## src/rtl/perf_ctr_pkg.sv

```systemverilog
package perf_ctr_pkg;

  // outcome of a counter-port access request
  typedef enum logic [1:0] {
    ACC_IDLE  = 2'd0,
    ACC_GRANT = 2'd1,
    ACC_DENY  = 2'd2
  } acc_e;

  // interrupt level produced on hardware wrap
  localparam int unsigned IRQ_LEVEL = 15;

endpackage

```

## src/rtl/pc_counter.sv

```systemverilog
module pc_counter #(
  parameter int CTR_W = 32
) (
  input  logic             clk,
  input  logic             rst_n,
  input  logic             load,
  input  logic [CTR_W-1:0] load_val,
  input  logic             inc,
  output logic [CTR_W-1:0] cnt,
  output logic             wrap
);

  // load has priority over increment; a loaded value never wraps
  always_ff @(posedge clk) begin
    if (!rst_n)    cnt <= '0;
    else if (load) cnt <= load_val;
    else if (inc)  cnt <= cnt + 1'b1;
  end

  assign wrap = inc && !load && (&cnt);

endmodule

```

## src/rtl/pc_access.sv

```systemverilog
module pc_access
  import perf_ctr_pkg::*;
#(
  parameter int NUM_PAIRS = 4,
  parameter int SEL_W     = 2
) (
  input  logic                 guard,
  input  logic                 acc_user,
  input  logic                 rd_en,
  input  logic                 wr_en,
  input  logic [SEL_W-1:0]     sel,
  output acc_e                 state,
  output logic                 rd_ok,
  output logic [NUM_PAIRS-1:0] wr_pair
);

  always_comb begin
    if (!(rd_en || wr_en))     state = ACC_IDLE;
    else if (guard && acc_user) state = ACC_DENY;
    else                        state = ACC_GRANT;
  end

  assign rd_ok = rd_en && (state == ACC_GRANT);

  for (genvar p = 0; p < NUM_PAIRS; p++) begin : g_wsel
    assign wr_pair[p] = wr_en && (state == ACC_GRANT) && (sel == SEL_W'(p));
  end

endmodule

```

## src/rtl/pc_ctrl.sv

```systemverilog
module pc_ctrl #(
  parameter int NCTR  = 8,
  parameter int SEL_W = 2,
  localparam int CTL_W = NCTR + SEL_W + 1
) (
  input  logic             clk,
  input  logic             rst_n,
  input  logic             wr_en,
  input  logic [CTL_W-1:0] wdata,
  input  logic [NCTR-1:0]  hw_wrap,
  output logic [NCTR-1:0]  ovf,
  output logic [SEL_W-1:0] sel,
  output logic             guard,
  output logic             irq
);

  logic [NCTR-1:0] ovf_base;

  // software value replaces the field; hardware wraps are merged on top
  assign ovf_base = wr_en ? wdata[NCTR-1:0] : ovf;

  always_ff @(posedge clk) begin
    if (!rst_n) begin
      ovf   <= '0;
      sel   <= '0;
      guard <= 1'b0;
      irq   <= 1'b0;
    end else begin
      ovf <= ovf_base | hw_wrap;
      irq <= |hw_wrap;
      if (wr_en) begin
        sel   <= wdata[NCTR +: SEL_W];
        guard <= wdata[CTL_W-1];
      end
    end
  end

endmodule

```

## src/rtl/perf_ctr_bank.sv

```systemverilog
module perf_ctr_bank
  import perf_ctr_pkg::*;
#(
  parameter int NUM_PAIRS = 4,
  parameter int CTR_W     = 32,
  localparam int NCTR  = 2 * NUM_PAIRS,
  localparam int SEL_W = (NUM_PAIRS > 1) ? $clog2(NUM_PAIRS) : 1,
  localparam int CTL_W = NCTR + SEL_W + 1,
  localparam int PAIR_W = 2 * CTR_W
) (
  input  logic              clk,
  input  logic              rst_n,
  input  logic [NCTR-1:0]   evt_strobe,
  input  logic              ctl_wr_en,
  input  logic [CTL_W-1:0]  ctl_wdata,
  output logic [CTL_W-1:0]  ctl_rdata,
  input  logic              ctr_rd_en,
  input  logic              ctr_wr_en,
  input  logic              acc_user,
  input  logic [PAIR_W-1:0] ctr_wdata,
  output logic [PAIR_W-1:0] ctr_rdata,
  output logic              priv_exc,
  output logic              irq_l15
);

  acc_e                   acc_state;
  logic                   rd_ok;
  logic [NUM_PAIRS-1:0]   wr_pair;
  logic [NCTR-1:0]        hw_wrap;
  logic [NCTR-1:0]        ovf_q;
  logic [SEL_W-1:0]       sel_q;
  logic                   priv_q;
  logic                   exc_q;
  logic [CTR_W-1:0]       cnt_arr [NCTR];
  logic [NCTR*CTR_W-1:0]  cnt_flat;

  pc_access #(
    .NUM_PAIRS (NUM_PAIRS),
    .SEL_W     (SEL_W)
  ) u_access (
    .guard    (priv_q),
    .acc_user (acc_user),
    .rd_en    (ctr_rd_en),
    .wr_en    (ctr_wr_en),
    .sel      (sel_q),
    .state    (acc_state),
    .rd_ok    (rd_ok),
    .wr_pair  (wr_pair)
  );

  // counter i belongs to pair i/2; odd index is the upper half
  for (genvar i = 0; i < NCTR; i++) begin : g_ctr
    pc_counter #(.CTR_W(CTR_W)) u_ctr (
      .clk      (clk),
      .rst_n    (rst_n),
      .load     (wr_pair[i/2]),
      .load_val (ctr_wdata[(i%2)*CTR_W +: CTR_W]),
      .inc      (evt_strobe[i]),
      .cnt      (cnt_arr[i]),
      .wrap     (hw_wrap[i])
    );
    assign cnt_flat[i*CTR_W +: CTR_W] = cnt_arr[i];
  end

  pc_ctrl #(
    .NCTR  (NCTR),
    .SEL_W (SEL_W)
  ) u_ctrl (
    .clk     (clk),
    .rst_n   (rst_n),
    .wr_en   (ctl_wr_en),
    .wdata   (ctl_wdata),
    .hw_wrap (hw_wrap),
    .ovf     (ovf_q),
    .sel     (sel_q),
    .guard   (priv_q),
    .irq     (irq_l15)
  );

  always_ff @(posedge clk) begin
    if (!rst_n) exc_q <= 1'b0;
    else        exc_q <= (acc_state == ACC_DENY);
  end

  assign priv_exc  = exc_q;
  assign ctl_rdata = {priv_q, sel_q, ovf_q};
  assign ctr_rdata = rd_ok ? {cnt_arr[{sel_q, 1'b1}], cnt_arr[{sel_q, 1'b0}]}
                           : '0;

endmodule

```

## config.mk

```make
export PLATFORM = sky130hd
export DESIGN_NAME = perf_ctr_bank
export DESIGN_NICKNAME = d
export VERILOG_FILES = /design/src/rtl/perf_ctr_pkg.sv /design/src/rtl/pc_counter.sv /design/src/rtl/pc_access.sv /design/src/rtl/pc_ctrl.sv /design/src/rtl/perf_ctr_bank.sv
export SDC_FILE = /design/constraint.sdc
export NUM_CORES = 1
export LEC_CHECK = 0
export ABC_CLOCK_PERIOD_IN_PS = 3000
export BUFFER_PORTS_ARGS = -buffer_cell sky130_fd_sc_hd__buf_2
export CAP_MARGIN = 20
export CORE_ASPECT_RATIO = 1.4
export CORE_MARGIN = 4
export CORE_UTILIZATION = 40
export CTS_BUF_LIST = sky130_fd_sc_hd__clkbuf_8
export DETAILED_ROUTE_END_ITERATION = 16
export SYNTH_ARGS = -nofsm -noshare
export SYNTH_HDL_FRONTEND = slang
export SYNTH_SLANG_ARGS = --single-unit
export TNS_END_PERCENT = 50
```

## constraint.sdc

```tcl
create_clock -name clk -period 3 [get_ports clk]
set_clock_uncertainty 0.1 [all_clocks]
set_input_delay 0.45 -clock clk [delete_from_list [all_inputs] [get_ports clk]]
set_output_delay 0.45 -clock clk [all_outputs]
set_load 0.03 [all_outputs]
```

==> results.py, run 1 <==
metrics = {
    "outcome": {
        "outcome": "completed",
    },
    "timing": {
        "min_period_ns": 2.821,
        "slew_viol_final": 0,
        "hold_viol": 0,
        "tightest_slew_ns": 0.9675,
        "finalCritPeriodShare_pct": 94.03,
        "rsz0062_at_grt": "false",
        "fmax_mhz": 354.5,
        "relSlewSlack_pct": 34.91,
        "setup_viol_count_final": 0,
    },
    "detailed_routing": {
        "drc_errors": 0,
        "drt-initial-drc-count": 1112,
        "vias": 15564,
        "first_pass_iters": 5,
        "wl_per_cell_um": 22.13,
        "drtAntennaViolNets": 0,
        "drt_wl_total_mm": 57.51,
        "vias_per_cell": 5.991,
    },
    "pwr": {
        "pwr-share-seq_pct": 46.4,
        "p_leak_uw": 0.006540,
        "p_clk_share_pct": 39.8,
        "internal_power_uw": 6178,
        "cellPowerDensity_mw_per_mm2": 471.6,
        "p_comb_share_pct": 13.8,
        "vdd_drop_max_mv": 0.3166,
        "power_switching_uw": 2592,
        "swShare_pct": 29.56,
    },
    "floorplanning": {
        "core_mm2": 0.03971,
        "die_y_um": 246.0,
        "initial_core_util_pct": 40.76,
        "io_pins": 166,
        "die_area_mm2": 0.04379,
        "num_rows": 86,
        "fp.dieW_um": 178.0,
    },
    "placed_design": {
        "placed_area_mm2": 0.01758,
        "port-buffer-count": 165,
        "hpwl_mm": 42.04,
        "place_congestion": 0.9065,
        "dp_cells": 2509,
    },
    "grt": {
        "gr-total-overflow": 0,
        "grt_pass1_wl_mm": 88.42,
        "antenna_found_initial": 4,
        "grt_max_degree": 106,
        "grt_pass1_vias": 15240,
        "grtUsageTotal_pct": 25.56,
    },
    "final_layout": {
        "final_common_cell": "dfxtp_1",
        "ff_latch_area_mm2": 0.005393,
        "finalNetCount": 2133,
        "final_cell_mix": "267 x dfxtp_1, 195 x nor2_1, 165 x buf_2",
        "fin_area_mm2": 0.01860,
        "fillCellCount": 3902,
        "final_cells": 2598,
        "drive_above_1_share_pct": 17.02,
        "syn_to_final_growth_pct": 14.92,
        "post-route-util_pct": 46.84,
        "multi_input_area_mm2": 0.01019,
    },
    "clock_tree": {
        "cts_buffers": 48,
        "cts_buffer_depth": 3,
        "cts.clk_slew.worst_paths_ns": 0.06,
        "cts_sinks": 269,
        "clk_latency_ns": 0.59,
        "cts_root_buf": "clkbuf_8",
        "htree_levels": 2,
        "cts_tree": "built",
    },
    "logic_synthesis": {
        "yosys.cell_types.count": 57,
        "synthArstFlopShare_pct": 0,
        "synth_nets": 2013,
        "syn_area_per_cell_um2": 8.446,
        "synthCells": 1916,
        "synth_ff_type": "dfxtp_1",
        "synth-edff-count": 0,
        "ys.warnings.count": 0,
        "syn-cell-area_mm2": 0.01618,
        "ys_ff_latch": 269,
        "seq_area_frac_synth_pct": 33.28,
    },
    "setup_path": {
        "crit_type": "flop to primary output",
        "crit_required_ns": 2.45,
        "crit_path_end_kind": "primary output",
        "reg2reg_slack_ns": 0.49,
        "rr_endpoint": "u_ctrl.irq",
        "cp_max_fo": 37,
        "reg2reg_depth": 6,
        "cp-start-kind": "flop",
        "arrival_ns": 2.27,
        "r2r-start": "g_ctr[3].u_ctr.cnt[1]",
    },
    "min_path": {
        "hp-class": "input pin to flop",
        "hold_path_depth": 3,
        "worstHoldStart": "ctl_wdata[0]",
        "hold_end": "u_ctrl.ovf[0]",
    },
    "job": {
        "cap_violations": 0,
    },
}
==> flip-flops by register name (all words and copies together) (netlist names) <==
signal,count
g_ctr.u_ctr.cnt,256
u_ctrl.sel,2
u_ctrl.ovf,8
u_ctrl.guard,1
priv_exc,1
u_ctrl.irq,1
==> routing by layer <==
metal	global-route usage [%]	up-vias	part of all wire (%)
met1	29.86	7484	39
li1	-	7395	-
met3	3.438	163	4.9
met2	45.57	518	51
met4	12.57	4	5.3
met5	0	-	0.052
==> cells by family after synthesis <==
kind of cell	Yosys count	share of synthesized area, %
buffers and inverters	165	4.129
adder cells (fa/ha/maj)	8	0.6185
AO/OA/AOI/OAI	392	15.05
AND/OR/NAND/NOR	779	25.24
flip-flops	269	33.28
XOR/XNOR	224	12.12
multiplexers	79	9.556
==> what timing repair did <==
action,CTS,global route
hold buffers,2,0
hold endpoints to repair,2,0
resized for setup,1,0
endpoints found under the setup margin,20,0
buffers inserted,3,0
==> how the worst max path moves through the flow <==
stage	depth (start not counted)	slack, ns	from	end
floorplan	5	-0.08	u_ctrl.sel[0]	ctr_rdata[35]
global placement	6	0.48	g_ctr[3].u_ctr.cnt[1]	u_ctrl.irq
detailed placement	6	0.48	g_ctr[3].u_ctr.cnt[1]	u_ctrl.irq
CTS	4	0.14	u_ctrl.sel[0]	ctr_rdata[62]
global route	4	0.08	u_ctrl.sel[0]	ctr_rdata[29]
finish	4	0.18	u_ctrl.sel[0]	ctr_rdata[29]
==> stage by stage <==
stage	hold slack [ns]	setup TNS (ns)	setup WS [ns]	total power, uW
3_5_place_dp	0.4116	0	0.4844	5331
6_report	0.04835	0	0.1792	8771
2_1_floorplan	0.3753	-0.1629	-0.08147	4844
3_3_place_gp	0.3968	0	0.4831	5311
5_1_grt	0.04159	0	0.08212	9116
4_1_cts	0.01853	0	0.1441	8838
==> worst max-delay path: stages, from the launching register on <==
cell and delay, ns:
dfxtp_4 0.61, buf_12 0.30, mux4_2 0.37, and3_1 0.19, buf_2 0.17
==> area by class of cell <==
type / instances / area share [%]
multi-input combinational: 1482 / 54.77
sequential: 269 / 29.00
timing repair buffer: 210 / 7.044
clock buffer: 58 / 4.292
tap: 528 / 3.552
clock inverter: 24 / 0.7871
inverter: 25 / 0.5315
antenna: 2 / 0.02691
==> cells in the mapped netlist (24+ instances only) <==
library cell	n	share of area, %
dfxtp_1	269	33
nor2_1	195	4.5
a211oi_1	145	6.7
xnor2_1	116	6.3
o21ai_0	115	3.6
clkbuf_1	108	2.5
xor2_1	108	5.8
nand2_1	103	2.4
and3_1	100	3.9
a21oi_1	95	2.9
nand4_1	92	3.6
nand3_1	89	2.8
mux4_2	59	8.2
nor3_1	55	1.7
nor4_1	44	1.7
and4_1	29	1.6
inv_1	24	0.56
==> power groups by stage <==
stage	sequential (uW)	clock [uW]	combinational, uW
detailed placement	4150	0	1180
floorplan	4030	0	813
global route	4100	3710	1310
global placement	4140	0	1170
CTS	4060	3560	1210
finish	4070	3490	1210
(Power assumes the default switching activity.)
==> inputs of run 2 (changes only) <==
PLACE_DENSITY = 0.63   (was not set)
==> run 2 against run 1 <==
Non-clock buffer count fell by 6. Sequential cell count did not move. Clock power about the same. Utilization is 0.079 points lower. First-iteration DRC count is 1.2% higher. Register-to-register slack better by 0.10 ns. Routed wire length decreased by 3.1%. Critical path depth stayed put. Sequential share of layout area hardly changed. Maximum frequency is 1.3% lower. Power down 0.26%. Global-route usage shrank 0.66 points. Highest routed layer unchanged.
==> results.py, run 2 (same netlist as run 1, synthesis figures left out) <==
metrics = {
    "detailed_routing": {
        "drc_errors": 0,
        "drt_wl_total_mm": 55.75,
        "drtAntennaViolNets": 0,
        "wl_per_cell_um": 21.51,
        "drt-initial-drc-count": 1125,
        "vias_per_cell": 5.985,
        "first_pass_iters": 6,
        "vias": 15512,
    },
    "final_layout": {
        "largest-register": "g_ctr.u_ctr.cnt",
        "drive_above_1_share_pct": 17.08,
        "final_cell_mix": "267 x dfxtp_1, 195 x nor2_1, 165 x buf_2",
        "finalNetCount": 2126,
        "syn_to_final_growth_pct": 14.73,
        "fillCellCount": 3916,
        "fin_area_mm2": 0.01857,
        "post-route-util_pct": 46.76,
        "largest_reg_flops": 256,
        "reg_top3": "g_ctr.u_ctr.cnt (256), u_ctrl.ovf (8), u_ctrl.sel (2)",
        "final_cells": 2592,
        "final_common_cell": "dfxtp_1",
    },
    "grt": {
        "grt_pass1_wl_mm": 86.86,
        "grt_pass1_vias": 15163,
        "gr-total-overflow": 0,
        "grt_max_degree": 78,
        "antenna_found_initial": 5,
        "grtUsageTotal_pct": 24.90,
    },
    "placed_design": {
        "port-buffer-count": 165,
        "dp_cells": 2508,
        "place_congestion": 0.9526,
        "hpwl_mm": 41.10,
        "placed_area_mm2": 0.01759,
    },
    "clock_tree": {
        "clk_latency_ns": 0.59,
        "cts.clk_slew.worst_paths_ns": 0.06,
        "postCtsHoldBufs": 0,
        "post_cts_buffers": 0,
        "cts_buffers": 47,
        "cts_tree": "built",
        "cts_root_buf": "clkbuf_8",
        "cts_buffer_depth": 3,
        "htree_levels": 2,
        "cts_sinks": 269,
    },
    "setup_path": {
        "crit_required_ns": 2.45,
        "cp_slowest_stage_delay_ns": 0.46,
        "crit_family": "simple AND/OR/NAND/NOR gates",
        "cp_max_fo": 19,
        "crit_path_end_kind": "primary output",
        "critPathSlowestCell": "nor4_4",
        "arrival_ns": 2.31,
        "cp-start-kind": "flop",
        "crit_type": "flop to primary output",
        "critical_path.cell_chain": "nand2_2 -> nand2_1 -> nor4_4 -> buf_2",
        "cp_num_buf_inv": 1,
    },
    "floorplanning": {
        "initial_core_util_pct": 40.76,
        "num_rows": 86,
        "fp.dieW_um": 178.0,
        "core_mm2": 0.03971,
        "io_pins": 166,
        "die_area_mm2": 0.04379,
        "die_y_um": 246.0,
    },
    "pwr": {
        "vdd_drop_max_mv": 0.3059,
        "cellPowerDensity_mw_per_mm2": 471.2,
        "p_leak_uw": 0.006510,
    },
    "min_path": {
        "hp-class": "input pin to flop",
    },
    "timing": {
        "relSlewSlack_pct": 48.10,
        "hold_slack_ns": 0.03446,
        "tightest_slew_ns": 0.7725,
        "hold_viol": 0,
        "rsz0062_at_grt": "false",
        "fmax_mhz": 349.8,
        "slew_viol_final": 0,
        "finalCritPeriodShare_pct": 95.30,
        "min_period_ns": 2.859,
        "setup_viol_count_final": 0,
    },
    "outcome": {
        "outcome": "completed",
    },
    "job": {
        "cap_violations": 0,
    },
}
[run 2: through the flow]
step | setup TNS (ns) | total power, uW | setup WS, ns
2_1_floorplan | -0.1629 | 4844 | -0.08147
3_3_place_gp | 0 | 5290 | 0.4601
3_5_place_dp | 0 | 5316 | 0.4285
4_1_cts | 0 | 8803 | 0.02084
5_1_grt | 0 | 9128 | 0.03551
6_report | 0 | 8748 | 0.1410
[run 2: repair_timing]
action	4_1_cts	5_1_grt
hold endpoints to repair	0	0
setup endpoints to repair	1	19
gates resized for setup	1	2
[run 2: report_power, final]
group	internal [uW]	switching, uW	total [uW]
Combinational	503	691	1190
Sequential	3770	295	4060
Clock	1890	1600	3490
[run 2: worst reg2reg max path, stage by stage (launching register included)]
cell and delay (ns):
dfxtp_1 0.45, nand4_1 0.22, nor4_1 0.66, buf_4 0.29
nand3_1 0.20, xnor2_1 0.18, a211oi_1 0.21
[run 2: area by class of cell]
class	instances	area (um2)	area share [%]
multi-input combinational	1482	10200	54.92
clock buffer	61	839.6	4.522
tap	528	660.6	3.558
sequential	269	5393	29.05
clock inverter	20	110.1	0.5930
timing repair buffer	204	1260	6.786
inverter	25	98.84	0.5324
antenna	3	7.507	0.04043
[run 2: final timing paths]
path,slack [ns],startpoint,to,depth (start not counted)
setup / recovery,0.14,u_ctrl.guard,ctr_rdata[7],4
setup reg to reg,0.59,g_ctr[1].u_ctr.cnt[10],g_ctr[1].u_ctr.cnt[24],6
hold / removal,0.03,ctl_wdata[3],u_ctrl.ovf[3],3
hold reg to reg,0.42,g_ctr[2].u_ctr.cnt[26],g_ctr[2].u_ctr.cnt[26],2
[run 2: metal layers]
layer	vias up	track usage, %	share of wire, %
met4	2	11.54	5.1
met1	7389	29.28	38
met3	157	3.638	6.1
met5	-	0	0.022
met2	572	44.31	51
li1	7392	-	-
==> inputs of run 3 (changes only) <==
SETUP_SLACK_MARGIN = 0.5   (was not set)
==> run 3 against run 2 <==
Combinational power up 13%. Clock power rose by 5%. Critical endpoint is now ctr_rdata[17]. Cell count grew 1.2%. Worst setup slack better by 0.074 ns. First-iteration DRC count shrank 10%. Power up 3.5%. Worst hold slack got worse by 0.011 ns. Critical path type unchanged. Global-route usage increased by 0.30 points. Critical path depth rose by 2. Via count up 1.9%. Register-to-register slack worse by 0.03 ns.
==> results.py, run 3 (same netlist as run 1, synthesis figures left out) <==
metrics = {
    "timing": {
        "tightest_slew_ns": 0.6314,
        "hold_slack_ns": 0.02367,
        "setup_viol_count_final": 0,
        "min_period_ns": 2.785,
        "fmax_mhz": 359.1,
        "slew_viol_final": 0,
        "tns_ns": 0,
        "relSlewSlack_pct": 57.82,
        "hold_viol": 0,
        "finalCritPeriodShare_pct": 92.83,
        "rsz0062_at_grt": "true",
    },
    "detailed_routing": {
        "drc_errors": 0,
        "vias_per_cell": 6.026,
        "wl_per_cell_um": 21.53,
        "drt_wl_total_mm": 56.49,
        "vias": 15812,
        "first_pass_iters": 5,
        "drt-initial-drc-count": 1008,
        "drtAntennaViolNets": 0,
    },
    "pwr": {
        "internal_power_uw": 6403,
        "p_comb_share_pct": 14.8,
        "vdd_drop_max_mv": 0.2593,
        "power_switching_uw": 2653,
        "cellPowerDensity_mw_per_mm2": 466.1,
        "p_clk_share_pct": 40.5,
        "p_leak_uw": 0.006690,
        "p_total_uw": 9056,
        "swShare_pct": 29.29,
        "pwr-share-seq_pct": 44.7,
    },
    "final_layout": {
        "finalNetCount": 2153,
        "final_cell_mix": "267 x dfxtp_1, 195 x nor2_1, 145 x a211oi_1",
        "post-route-util_pct": 48.93,
        "reg_top3": "g_ctr.u_ctr.cnt (256), u_ctrl.ovf (8), u_ctrl.sel (2)",
        "largest-register": "g_ctr.u_ctr.cnt",
        "final_common_cell": "dfxtp_1",
        "drive_above_1_share_pct": 20.06,
        "fin_area_mm2": 0.01943,
        "largest_reg_flops": 256,
        "syn_to_final_growth_pct": 20.05,
    },
    "setup_path": {
        "cp_common_cell": "buf_12",
        "cp-start-kind": "flop",
        "cp_max_fo": 7,
        "crit_required_ns": 2.45,
        "crit_family": "buffers and inverters",
        "arrival_ns": 2.23,
        "cp_num_buf_inv": 4,
        "cp_slowest_stage_delay_ns": 0.52,
        "critical_path.cell_chain": "buf_12 -> buf_12 -> buf_16 -> mux4_2 -> and3_4 -> buf_6",
        "critPathSlowestCell": "mux4_2",
        "crit_type": "flop to primary output",
        "crit_path_end_kind": "primary output",
    },
    "floorplanning": {
        "die_area_mm2": 0.04379,
        "core_mm2": 0.03971,
        "io_pins": 166,
        "num_rows": 86,
        "initial_core_util_pct": 40.76,
        "fp.dieW_um": 178.0,
        "die_y_um": 246.0,
    },
    "clock_tree": {
        "cts_root_buf": "clkbuf_8",
        "cts_sinks": 269,
        "cts_buffer_depth": 3,
        "cts_buffers": 46,
        "cts_tree": "built",
        "clk_latency_ns": 0.59,
        "htree_levels": 2,
        "cts.clk_slew.worst_paths_ns": 0.07,
    },
    "grt": {
        "antenna_found_initial": 4,
        "grt_pass1_vias": 15427,
        "grtUsageTotal_pct": 25.21,
        "grt_pass1_wl_mm": 87.57,
        "gr-total-overflow": 0,
        "grt_max_degree": 106,
    },
    "job": {
        "cap_violations": 0,
    },
    "placed_design": {
        "placed_area_mm2": 0.01767,
        "place_congestion": 0.9109,
        "hpwl_mm": 41.19,
        "port-buffer-count": 165,
    },
    "min_path": {
        "hp-class": "input pin to flop",
    },
    "outcome": {
        "outcome": "completed",
    },
}
[run 3: changes by cell type in the layout (fill, tap and decap cells not counted), moves of 3 or more]
cell and change:
buf_6 +39, and3_1 -36, buf_2 -36, nor4_4 +3, buf_16 +5, and3_4 +36
buf_4 +15
[run 3: timing repair]
item                                    CTS  global route
hold buffers                              2             0
endpoints found under the setup margin   64            90
gates cloned                              4             1
hold endpoints to repair                  2             0
buffers inserted                         12             0
gates resized for setup                  85            40
[run 3: worst paths after layout]
kind,start,endpoint,slack [ns],cells after the start
max reg2reg,u_ctrl.sel[1],g_ctr[6].u_ctr.cnt[11],0.56,10
min reg2reg,g_ctr[2].u_ctr.cnt[30],g_ctr[2].u_ctr.cnt[30],0.44,2
min,ctl_wdata[8],u_ctrl.sel[0],0.02,3
max,u_ctrl.sel[1],ctr_rdata[17],0.22,6
[run 3: worst reg2reg max path: stages, from the launching register on]
cell and delay (ns):
dfxtp_4 0.36, buf_12 0.15, buf_12 0.13, clkbuf_16 0.16
buf_6 0.12, buf_4 0.14, and2_1 0.17, nand2_4 0.32
buf_12 0.30, nor2_1 0.15, a311oi_1 0.23
[run 3: per-stage QoR]
step	setup WS (ns)	std cells
4_1_cts	0.1950	2621
6_report	0.2150	2624
5_1_grt	0.1526	2624
3_3_place_gp	0.6015	2517
2_1_floorplan	0.4718	1916
3_5_place_dp	0.5891	2517
[run 3: layout make-up]
cell class / count / area [um2]
inverter: 25 / 98.84
multi-input combinational: 1482 / 10410
fill: 3873 / 20280
clock inverter: 27 / 196.4
clock buffer: 59 / 812.0
antenna: 2 / 5.005
timing repair buffer: 232 / 1849
tap: 528 / 660.6
sequential: 269 / 5393
[run 3: routing by layer]
| layer | routed length [um] | share of wire, % | GRT usage (%) |
|---|---|---|---|
| met5 | 22 | 0.039 | 0 |
| met4 | 2836 | 5.0 | 12.16 |
| met2 | 29150 | 52 | 45.39 |
| met1 | 21480 | 38 | 28.98 |
| met3 | 3006 | 5.3 | 3.668 |
[run 3: power groups by stage]
stage               clock [uW]  sequential (uW)  combinational, uW
floorplan                    0             4030                827
global placement             0             4120               1180
detailed placement           0             4130               1190
CTS                       3730             4040               1310
global route              3890             4070               1440
finish                    3670             4050               1340
